[config.mk]
export PLATFORM = sky130hd
export DESIGN_NAME = hdlc_deframer
export DESIGN_NICKNAME = d
export VERILOG_FILES = /design/src/rtl/hdlc_deframer.sv
export SDC_FILE = /design/constraint.sdc
export NUM_CORES = 2
export LEC_CHECK = 0
export BUFFER_PORTS_ARGS = -buffer_cell sky130_fd_sc_hd__buf_4
export CAP_MARGIN = 20
export CORE_MARGIN = 2
export CORE_UTILIZATION = 55
export CTS_BUF_LIST = sky130_fd_sc_hd__clkbuf_16
export CTS_CLUSTER_SIZE = 16
export DETAILED_ROUTE_END_ITERATION = 7
export HOLD_SLACK_MARGIN = 0.03
export PLACE_DENSITY = 0.7
export SYNTH_ARGS = -nofsm -noshare
export SYNTH_HDL_FRONTEND = slang
export SYNTH_SLANG_ARGS = --single-unit
export TNS_END_PERCENT = 100
[constraint.sdc]
create_clock -name clk -period 36.7 [get_ports clk]
set_clock_uncertainty 0.1 [all_clocks]
set_input_delay 3.67 -clock clk [delete_from_list [all_inputs] [get_ports clk]]
set_output_delay 3.67 -clock clk [all_outputs]
set_load 0.02 [all_outputs]
[src/rtl/hdlc_deframer.sv]
`timescale 1ns/1ps
module hdlc_deframer #(
  parameter int MAX_BYTES = 4096,
  parameter int CNT_W     = 16
) (
  input  logic             clk,
  input  logic             rst_n,
  input  logic             mode_56k,
  input  logic             in_valid,
  input  logic [7:0]       in_octet,
  output logic             out_valid,
  output logic [7:0]       out_byte,
  output logic             out_last,
  output logic             out_good,
  output logic [CNT_W-1:0] align_errs,
  output logic [CNT_W-1:0] fcs_errs,
  output logic [CNT_W-1:0] size_errs
);
  localparam int BCW = $clog2(MAX_BYTES) + 4;
  localparam logic [BCW-1:0] MAXB = BCW'(MAX_BYTES);

  typedef enum logic [1:0] {S_ZERO, S_HUNT, S_SYNC, S_DATA} st_t;

  st_t             st_q, s;
  logic [2:0]      ones_q, on;
  logic [7:0]      rv_q, rv;
  logic [BCW-1:0]  bc_q, bc;
  logic [15:0]     fcs_q, fc;
  logic [2:0][7:0] hold_q, hd;
  logic [1:0]      nh_q, nh;
  logic [7:0]      mask;
  logic            b, chk, term, good, ev, el, eg, inc_a, inc_f, inc_s;
  logic [7:0]      eb;

  assign mask = mode_56k ? 8'h7F : 8'hFF;

  function automatic logic [15:0] crc_upd(input logic [15:0] c, input logic [7:0] d);
    logic [15:0] r;
    r = c;
    for (int i = 0; i < 8; i++)
      r = (r[0] ^ d[i]) ? ((r >> 1) ^ 16'h8408) : (r >> 1);
    return r;
  endfunction

  always_comb begin
    s = st_q; on = ones_q; rv = rv_q; bc = bc_q; fc = fcs_q; hd = hold_q; nh = nh_q;
    b = 1'b0; chk = 1'b0; term = 1'b0; good = 1'b0;
    ev = 1'b0; eb = 8'h00; el = 1'b0; eg = 1'b0;
    inc_a = 1'b0; inc_f = 1'b0; inc_s = 1'b0;
    if (in_valid) begin
      if ((in_octet & mask) == mask) begin
        if (s == S_DATA) term = 1'b1;
        s = S_ZERO; bc = '0; on = 3'd0;
      end else begin
        for (int j = 0; j < 8; j++) begin
          if (j < 7 || !mode_56k) begin
            b = in_octet[j];
            chk = 1'b1;
            case (s)
              S_ZERO: begin
                if (b) on = (on == 3'd7) ? 3'd7 : on + 3'd1;
                else begin on = 3'd0; s = S_HUNT; end
              end
              S_HUNT: begin
                if (b) begin
                  on = (on == 3'd7) ? 3'd7 : on + 3'd1;
                  if (on == 3'd7) s = S_ZERO;
                end else begin
                  if (on == 3'd6) begin bc = '0; rv = 8'h00; s = S_SYNC; end
                  on = 3'd0;
                end
              end
              S_SYNC: begin
                if (b) begin
                  on = (on == 3'd7) ? 3'd7 : on + 3'd1;
                  if (on == 3'd7) s = S_ZERO;
                  else begin rv = {1'b1, rv[7:1]}; bc = bc + BCW'(1); end
                end else begin
                  if (on == 3'd6) begin bc = '0; rv = 8'h00; chk = 1'b0; end
                  else if (on != 3'd5) begin rv = {1'b0, rv[7:1]}; bc = bc + BCW'(1); end
                  on = 3'd0;
                end
                if (chk && s == S_SYNC && bc[2:0] == 3'd0) begin
                  s = S_DATA; fc = crc_upd(16'hFFFF, rv); hd[0] = rv; nh = 2'd1;
                end
              end
              S_DATA: begin
                if (b) begin
                  on = (on == 3'd7) ? 3'd7 : on + 3'd1;
                  if (on == 3'd7) begin s = S_ZERO; bc = '0; term = 1'b1; end
                  else begin rv = {1'b1, rv[7:1]}; bc = bc + BCW'(1); end
                end else if (on == 3'd6) begin
                  rv = 8'h00; bc = bc + BCW'(1); term = 1'b1; chk = 1'b0;
                  if (bc[2:0] != 3'd0) begin inc_a = 1'b1; s = S_HUNT; end
                  else begin
                    if (nh == 2'd3 && fc == 16'hF0B8) good = 1'b1;
                    else inc_f = 1'b1;
                    s = S_SYNC;
                  end
                  bc = '0; on = 3'd0;
                end else if (on == 3'd5) begin
                  on = 3'd0; chk = 1'b0;
                end else begin
                  rv = {1'b0, rv[7:1]}; bc = bc + BCW'(1); on = 3'd0;
                end
                if (chk && s == S_DATA && bc[2:0] == 3'd0) begin
                  if ((bc >> 3) >= MAXB) begin
                    inc_s = 1'b1; term = 1'b1; rv = 8'h00; s = S_HUNT;
                  end else begin
                    fc = crc_upd(fc, rv);
                    if (nh == 2'd3) begin ev = 1'b1; eb = hd[2]; end
                    hd = {hd[1], hd[0], rv};
                    if (nh != 2'd3) nh = nh + 2'd1;
                  end
                end
              end
              default: s = S_ZERO;
            endcase
          end
        end
      end
      if (term) begin
        if (good) begin ev = 1'b1; eb = hd[2]; el = 1'b1; eg = 1'b1; end
        else if (ev) el = 1'b1;
        else if (nh == 2'd3) begin ev = 1'b1; eb = hd[2]; el = 1'b1; end
        nh = 2'd0;
      end
    end
  end

  always_ff @(posedge clk or negedge rst_n) begin
    if (!rst_n) begin
      st_q <= S_ZERO; ones_q <= 3'd0; rv_q <= 8'h00; bc_q <= '0; fcs_q <= 16'hFFFF;
      hold_q <= '0; nh_q <= 2'd0;
      out_valid <= 1'b0; out_byte <= 8'h00; out_last <= 1'b0; out_good <= 1'b0;
      align_errs <= '0; fcs_errs <= '0; size_errs <= '0;
    end else begin
      st_q <= s; ones_q <= on; rv_q <= rv; bc_q <= bc; fcs_q <= fc;
      hold_q <= hd; nh_q <= nh;
      out_valid <= ev; out_byte <= eb; out_last <= el; out_good <= eg;
      align_errs <= align_errs + CNT_W'(inc_a);
      fcs_errs   <= fcs_errs + CNT_W'(inc_f);
      size_errs  <= size_errs + CNT_W'(inc_s);
    end
  end


  idle_octet_chk: assert property (@(posedge clk) disable iff (!rst_n)
    (in_valid && ((in_octet & mask) == mask)) |=> (st_q == S_ZERO && ones_q == 3'd0));

  out_after_octet_chk: assert property (@(posedge clk) disable iff (!rst_n)
    out_valid |-> $past(in_valid));

  align_step_chk: assert property (@(posedge clk) disable iff (!rst_n)
    (align_errs != $past(align_errs)) |-> (align_errs == $past(align_errs) + CNT_W'(1) && $past(in_valid)));

  fcs_step_chk: assert property (@(posedge clk) disable iff (!rst_n)
    (fcs_errs != $past(fcs_errs)) |-> (fcs_errs == $past(fcs_errs) + CNT_W'(1) && $past(in_valid)));

  size_step_chk: assert property (@(posedge clk) disable iff (!rst_n)
    (size_errs != $past(size_errs)) |-> (size_errs == $past(size_errs) + CNT_W'(1) && $past(in_valid)));

  good_quiet_chk: assert property (@(posedge clk) disable iff (!rst_n)
    (out_valid && out_last && out_good) |-> ($stable(align_errs) && $stable(fcs_errs) && $stable(size_errs)));
endmodule

; ---- Yosys cells after proc, flatten, opt, wreduce, memory -nomap -nowiden
; Cells that the tools add are included.
[classes]
addsub = 27
magnitude_cmp = 8
n_eq_ne = 106
n_mux = 1220
n_bitwise = 242
reduce_logical = 81
[op_table]
columns = operator, n
row1 = 16-bit 2-to-1 mux, 321
row2 = 8-bit 2-to-1 mux, 199
row3 = 24-bit 2-to-1 mux, 39
row4 = 2-bit 2-to-1 mux, 204
row5 = 16-bit one-hot mux with 3 select lines, 8
row6 = 1-bit 2-to-1 mux, 369
row7 = 2-bit NOT with 3-bit output, 120
row8 = 16-bit one-hot mux with 2 select lines, 8
row9 = 8-bit one-hot mux with 3 select lines, 8
row10 = 16-bit by 1-bit adder with 16-bit output (second input constant), 8
row11 = 16-bit == test (second input constant), 8
row12 = 8-bit one-hot mux with 2 select lines, 8
row13 = 3-bit 2-to-1 mux, 40
row14 = 1-bit bitwise XOR, 120
row15 = 13-bit >= comparator (second input constant), 8
row16 = 3-bit == test (second input constant), 32
row17 = 2-bit == test (second input constant), 41
row18 = 2-bit one-hot mux with 4 select lines, 8
row19 = 16-bit by 1-bit adder with 16-bit output, 3
row20 = 3-bit zero test, 16
row21 = 1-bit logical AND, 40
row22 = 2-bit one-hot mux with 2 select lines, 8
row23 = 4-bit OR reduction, 8
row24 = 3-bit by 1-bit adder with 3-bit output (second input constant), 8
row25 = 10 further kinds, 52
[word_totals]
register_bits = 130
inputBits = 12
word_cells = 1700

; ---- Depth between registers and ports, before layout
[logic_depth]
ltp_word = 175
ltp_mapped = 76

; ---- Worst setup path before layout
; Ideal clock, no wire load.
[synth_path]
path_type = input to register
start = in in_octet[0]
end = reg size_errs[15]
t_arrival_ps = 16442
setup_slack_ps = 20030
stages = 68
n_path_buf = 9
path_cell_list = buf_4 > buf_6 > buf_6 > buf_6 > buf_2 > nand2_1 > ha_1 > nand2b_1 > o21a_1 > nand2_1 > inv_1 > ha_1 > a21oi_1 > mux2_2 > a32oi_1 > nand2_1 > nand2_1 > inv_1 > [32 not listed] > inv_1 > or4_1 > o22ai_2 > nor4b_2 > or4b_1 > and3_1 > or3_4 > nor4b_4 > mux2i_1 > o21ba_2 > a21oi_1 > nor2_1 > ha_1 > and3_1 > and2_1 > and4_1 > nand3_1 > xnor2_1
[synth_between]
elab_chain_len = 98
[synth_lines]
columns = item, line
row1 = start: declaration, 10  ; input logic [7:0] in_octet,
row2 = "parallel branches: the longest is 95 deep, another holds 16-bit by 1-bit adder with 16-bit output", -
row3 = 1-bit 2-to-1 mux (*), 51  ; if ((in_octet & mask) == mask) begin
row4 = 1-bit 2-to-1 mux (*), 50  ; if (in_valid) begin
row5 = 16-bit by 1-bit adder with 16-bit output (*), 143  ; size_errs <= size_errs + CNT_W'(inc_s);
row6 = end signal: assignment, 143
row7 = end: declaration, 17  ; output logic [CNT_W-1:0] size_errs
; Every way passes the cells marked *. The select of a mux whose other input is x is not followed.
; A chain may end at the register's enable or synchronous reset.

; ---- Worst setup path in the final report
[layout_path]
start = in in_octet[0]
end = reg hold_q[6] (netlist name)
[layout_between]
elab_chain_len = 95
[layout_lines]
columns = item, line
row1 = "parallel branches: the longest is 95 deep, another holds 16-bit by 1-bit adder with 16-bit output", -
row2 = end signal: assignment, 134  ; hold_q <= '0; nh_q <= 2'd0;
row3 = end signal: assignment, 139  ; hold_q <= hd; nh_q <= nh;
row4 = end: declaration, 29  ; logic [2:0][7:0] hold_q, hd;
; Parallel ways; which one is timed is not known. The select of a mux whose other input is x is not followed.

==> run summary <==
The slowest stage of the critical path is the sky130_fd_sc_hd__nor2_1 cell. The die height is 240 um. At the end of routability-driven placement, the weighted congestion stood at between 1 and 1.5.

The smallest clock period supported by the final layout is computed as around 20 ns. Setup repair after global routing left no endpoint under its margin. In this run the core area contains 86 standard-cell rows.

The max-slew violation total from the final report was 0. The post-synthesis share of cell area spent on xor and xnor gates is 9.54%. In this run the most critical hold path is launched from align_errs[15]. The maximum number of pins on one net before global-route repair is between 70 and 80. The final wirelength came out at about 150,000 um. During synthesis, Yosys emitted a total of 0 warnings. The origin of the critical flop-to-flop path is ones_q[1]. The adder-cell share of the synthesized area is 2.20%. The die footprint came out at 0.0577 mm^2. The cell family contributing the most delay on the critical path is simple AND/OR/NAND/NOR gates.

The number of H-tree levels is 4. Port buffering added 70 buffers. The first global-routing pass estimated between 200,000 and 250,000 um of wire. The total overflow reported by the global router is 0. The count of maximum capacitance violations is 0. The synthesized netlist cell count came out at about 4,500. The most critical setup path has its startpoint at in_octet[0]. The mean instance size in the synthesized netlist came out at 6.85 um^2. The synthesized netlist devotes 39.9% of its cell area to compound gates. The DRC violation total after the first TritonRoute iteration came out at 5,887. At the end of the flow, the number of nets in the layout was around 4,400. Once detailed placement completed, the half-perimeter wirelength came to 114,000 um. The critical path in this run is classified as input pin to flop.

The cell at the root of the clock tree is sky130_fd_sc_hd__clkbuf_16. The post-route netlist has 9.89% of its cells at a drive strength greater than 1. The number of endpoints with negative hold slack in the final report is 0. For this run, the leading register cell type out of synthesis is sky130_fd_sc_hd__dfrtp_1. The run finished, with violations left. The number of iterations in the first detailed-routing pass came out at 8. The average wire length per cell after detail routing is 28.3 um. In this run the worst path has a maximum fanout of 46.

The horizontal die dimension came out at 240 um. Derived from the worst setup path, the maximum achievable clock frequency is 51.1 MHz. The simple-gate share of the synthesized area came out at just under 30%. The synthesized cell area came out at 0.0307 mm^2. The largest buffer count on any clock path is 2. The flip-flop and latch count after synthesis came out at 130. The number of global-route vias before repair came out at ~35,000.

The routed layout has 38,800 vias. The overall track demand over capacity in global routing is 48.9%. The post-route antenna net violation count came out at 0. The signed area change from the synthesized netlist to the final layout came out at 4.73%. 71 I/O pins were placed. The biggest cell delay along the critical path came out at roughly 0.74 ns. The clock transition at the registers of the reported paths is about 0.060 ns. The sequential-to-total area share from yosys stat came out at 10.7%. After clock tree synthesis, the flow added hold-fix buffers numbering 0. The final-layout setup total negative slack came out at 0 ns.

The class of the tightest hold or removal check is flop to flop. The core footprint is between 0.05 and 0.06 mm^2. The number of nets in the synthesized netlist is 4,541. The data arrival time of the critical path came out at 19.73 ns. The remaining max-slew budget at the tightest pin came out at 14.5%. The starting density of the core came out at 55.7%. The via count normalized by instance count came out at between 7 and 8.

The total setup violations reported at the end of the flow is 0. In this run, CTS created clock tree buffers numbering 17. The number of antenna violations at the first check in global routing came out at 4. The source-to-sink clock delay at the later pin of the worst-skew pair came out at 0.42 ns.

The number of gates given a new drive strength after cts is 0. At the worst endpoint, the required time is 36.87 ns. Multiplexer cells account for 2.79% of the synthesized area. At the pin with the least slew margin, the transition time is 1.27 ns. The buffering stage count on the worst path with inverters included is 7. The clock tree from TritonCTS is built. The number of distinct library cells after synthesis came out at 154. Yosys mapped a number of flops with a built-in enable equal to 0. The clock sink count is 130. The post-route clock period utilization is 53.3%. The endpoint kind of the worst setup timing path is a flop.

The cell that appears most often on the critical path is sky130_fd_sc_hd__ha_1. In this run the post-CTS setup repair buffer count came out at 0. STA classifies the critical path startpoint as an input pin. The share of flip-flops with an asynchronous set or reset is 100%.

The residual DRC count is 19. By area, the combinational part of the netlist is dominated by compound AO/OA/AOI/OAI gates. The checks that failed: DRC.
## routing by layer
layer	part of all wire, %	GRT usage [%]	up-vias	routed length (um)
li1	-	-	17000	-
met2	42	72.6	3008	61000
met4	6.9	27.2	6	10100
met3	14	16.6	714	20100
met1	37	61.7	18100	54400
met5	0.021	0	-	30
## flip-flops by register name, indices dropped and copies added, names as in the netlist
name	cells
size_errs	16
bc_q	16
hold_q	24
ones_q	3
fcs_q	16
fcs_errs	16
out_byte	8
align_errs	16
st_q	2
nh_q	2
out_good	1
out_last	1
out_valid	1
rv_q	8
## logic make-up after synthesis
logic type                 after synthesis
AOI/OAI and AO/OA                     1720
xor gates and xnor gates               288
adders and majority gates               54
buffers and inverters                  355
DFF                                    130
muxes                                   82
and+or+nand+nor                       1846
## final cells by class
class                      count  area [um^2]
multi-input combinational   3990        25900
tap                          748          936
clock inverter                15          180
antenna                        1         2.50
clock buffer                  17          425
timing repair buffer         145         1090
fill                        5547        23000
inverter                      91          342
sequential                   130         3270
## placed cells by master (no fill, tap or decap), types with 35 or more instances in the layout
cell and n:
sky130_fd_sc_hd__a211oi_1 62, sky130_fd_sc_hd__a21oi_1 336, sky130_fd_sc_hd__a221oi_1 37, sky130_fd_sc_hd__a22oi_1 53, sky130_fd_sc_hd__a31oi_1 82, sky130_fd_sc_hd__and2_1 42, sky130_fd_sc_hd__and3_1 57, sky130_fd_sc_hd__buf_4 142
sky130_fd_sc_hd__dfrtp_1 113, sky130_fd_sc_hd__ha_1 54, sky130_fd_sc_hd__inv_1 83, sky130_fd_sc_hd__mux2i_1 61, sky130_fd_sc_hd__nand2_1 580, sky130_fd_sc_hd__nand2b_1 35, sky130_fd_sc_hd__nand3_1 143, sky130_fd_sc_hd__nand4_1 68
sky130_fd_sc_hd__nor2_1 473, sky130_fd_sc_hd__nor3_1 120, sky130_fd_sc_hd__nor4_1 55, sky130_fd_sc_hd__o211ai_1 72, sky130_fd_sc_hd__o21a_1 45, sky130_fd_sc_hd__o21ai_0 321, sky130_fd_sc_hd__o21ai_1 44, sky130_fd_sc_hd__o22ai_1 94
sky130_fd_sc_hd__o31ai_1 36, sky130_fd_sc_hd__or3_1 47, sky130_fd_sc_hd__xnor2_1 165, sky130_fd_sc_hd__xor2_1 92
## final timing paths
kind / to / slack [ns] / cells after the start
max: hold_q[6] / 17.15 / 58
min: align_errs[15] / 0.37 / 1
max reg2reg: hold_q[6] / 19.69 / 58
min reg2reg: align_errs[15] / 0.37 / 1
max in group asynchronous: hold_q[4] / 31.78 / 3
min in group asynchronous: size_errs[13] / 2.94 / 1
## synthesized netlist by cell type, types with 62 or more instances
cell | n | area, um^2
sky130_fd_sc_hd__nand2_1 | 580 | 2180
sky130_fd_sc_hd__nor2_1 | 477 | 1790
sky130_fd_sc_hd__a21oi_1 | 336 | 1680
sky130_fd_sc_hd__o21ai_0 | 323 | 1620
sky130_fd_sc_hd__clkbuf_1 | 173 | 649
sky130_fd_sc_hd__xnor2_1 | 165 | 1450
sky130_fd_sc_hd__nand3_1 | 143 | 716
sky130_fd_sc_hd__nor3_1 | 122 | 611
sky130_fd_sc_hd__dfrtp_1 | 114 | 2850
sky130_fd_sc_hd__o22ai_1 | 94 | 588
sky130_fd_sc_hd__xor2_1 | 92 | 806
sky130_fd_sc_hd__a31oi_1 | 83 | 519
sky130_fd_sc_hd__inv_1 | 82 | 308
sky130_fd_sc_hd__o211ai_1 | 72 | 541
sky130_fd_sc_hd__nand4_1 | 68 | 425
sky130_fd_sc_hd__a211oi_1 | 62 | 465
## stage by stage
step | hold WS [ns] | worst slack, ns | instances | instance area, um^2 | utilization [%]
5_1_grt | 0.383 | 16.23 | 5136 | 32100 | 58.3
2_1_floorplan | 0.379 | 20.03 | 4475 | 30700 | -
3_5_place_dp | 0.369 | 17.30 | 5100 | 31500 | 57.1
6_report | 0.374 | 17.15 | 5137 | 32100 | 58.3
3_3_place_gp | 0.363 | 17.53 | 5100 | 31500 | 57.1
4_1_cts | 0.376 | 17.67 | 5132 | 32100 | 58.2
Power is left out: the tool's default activity adds up to more than one toggle a clock period on the data nets, which glitch-free logic cannot reach.
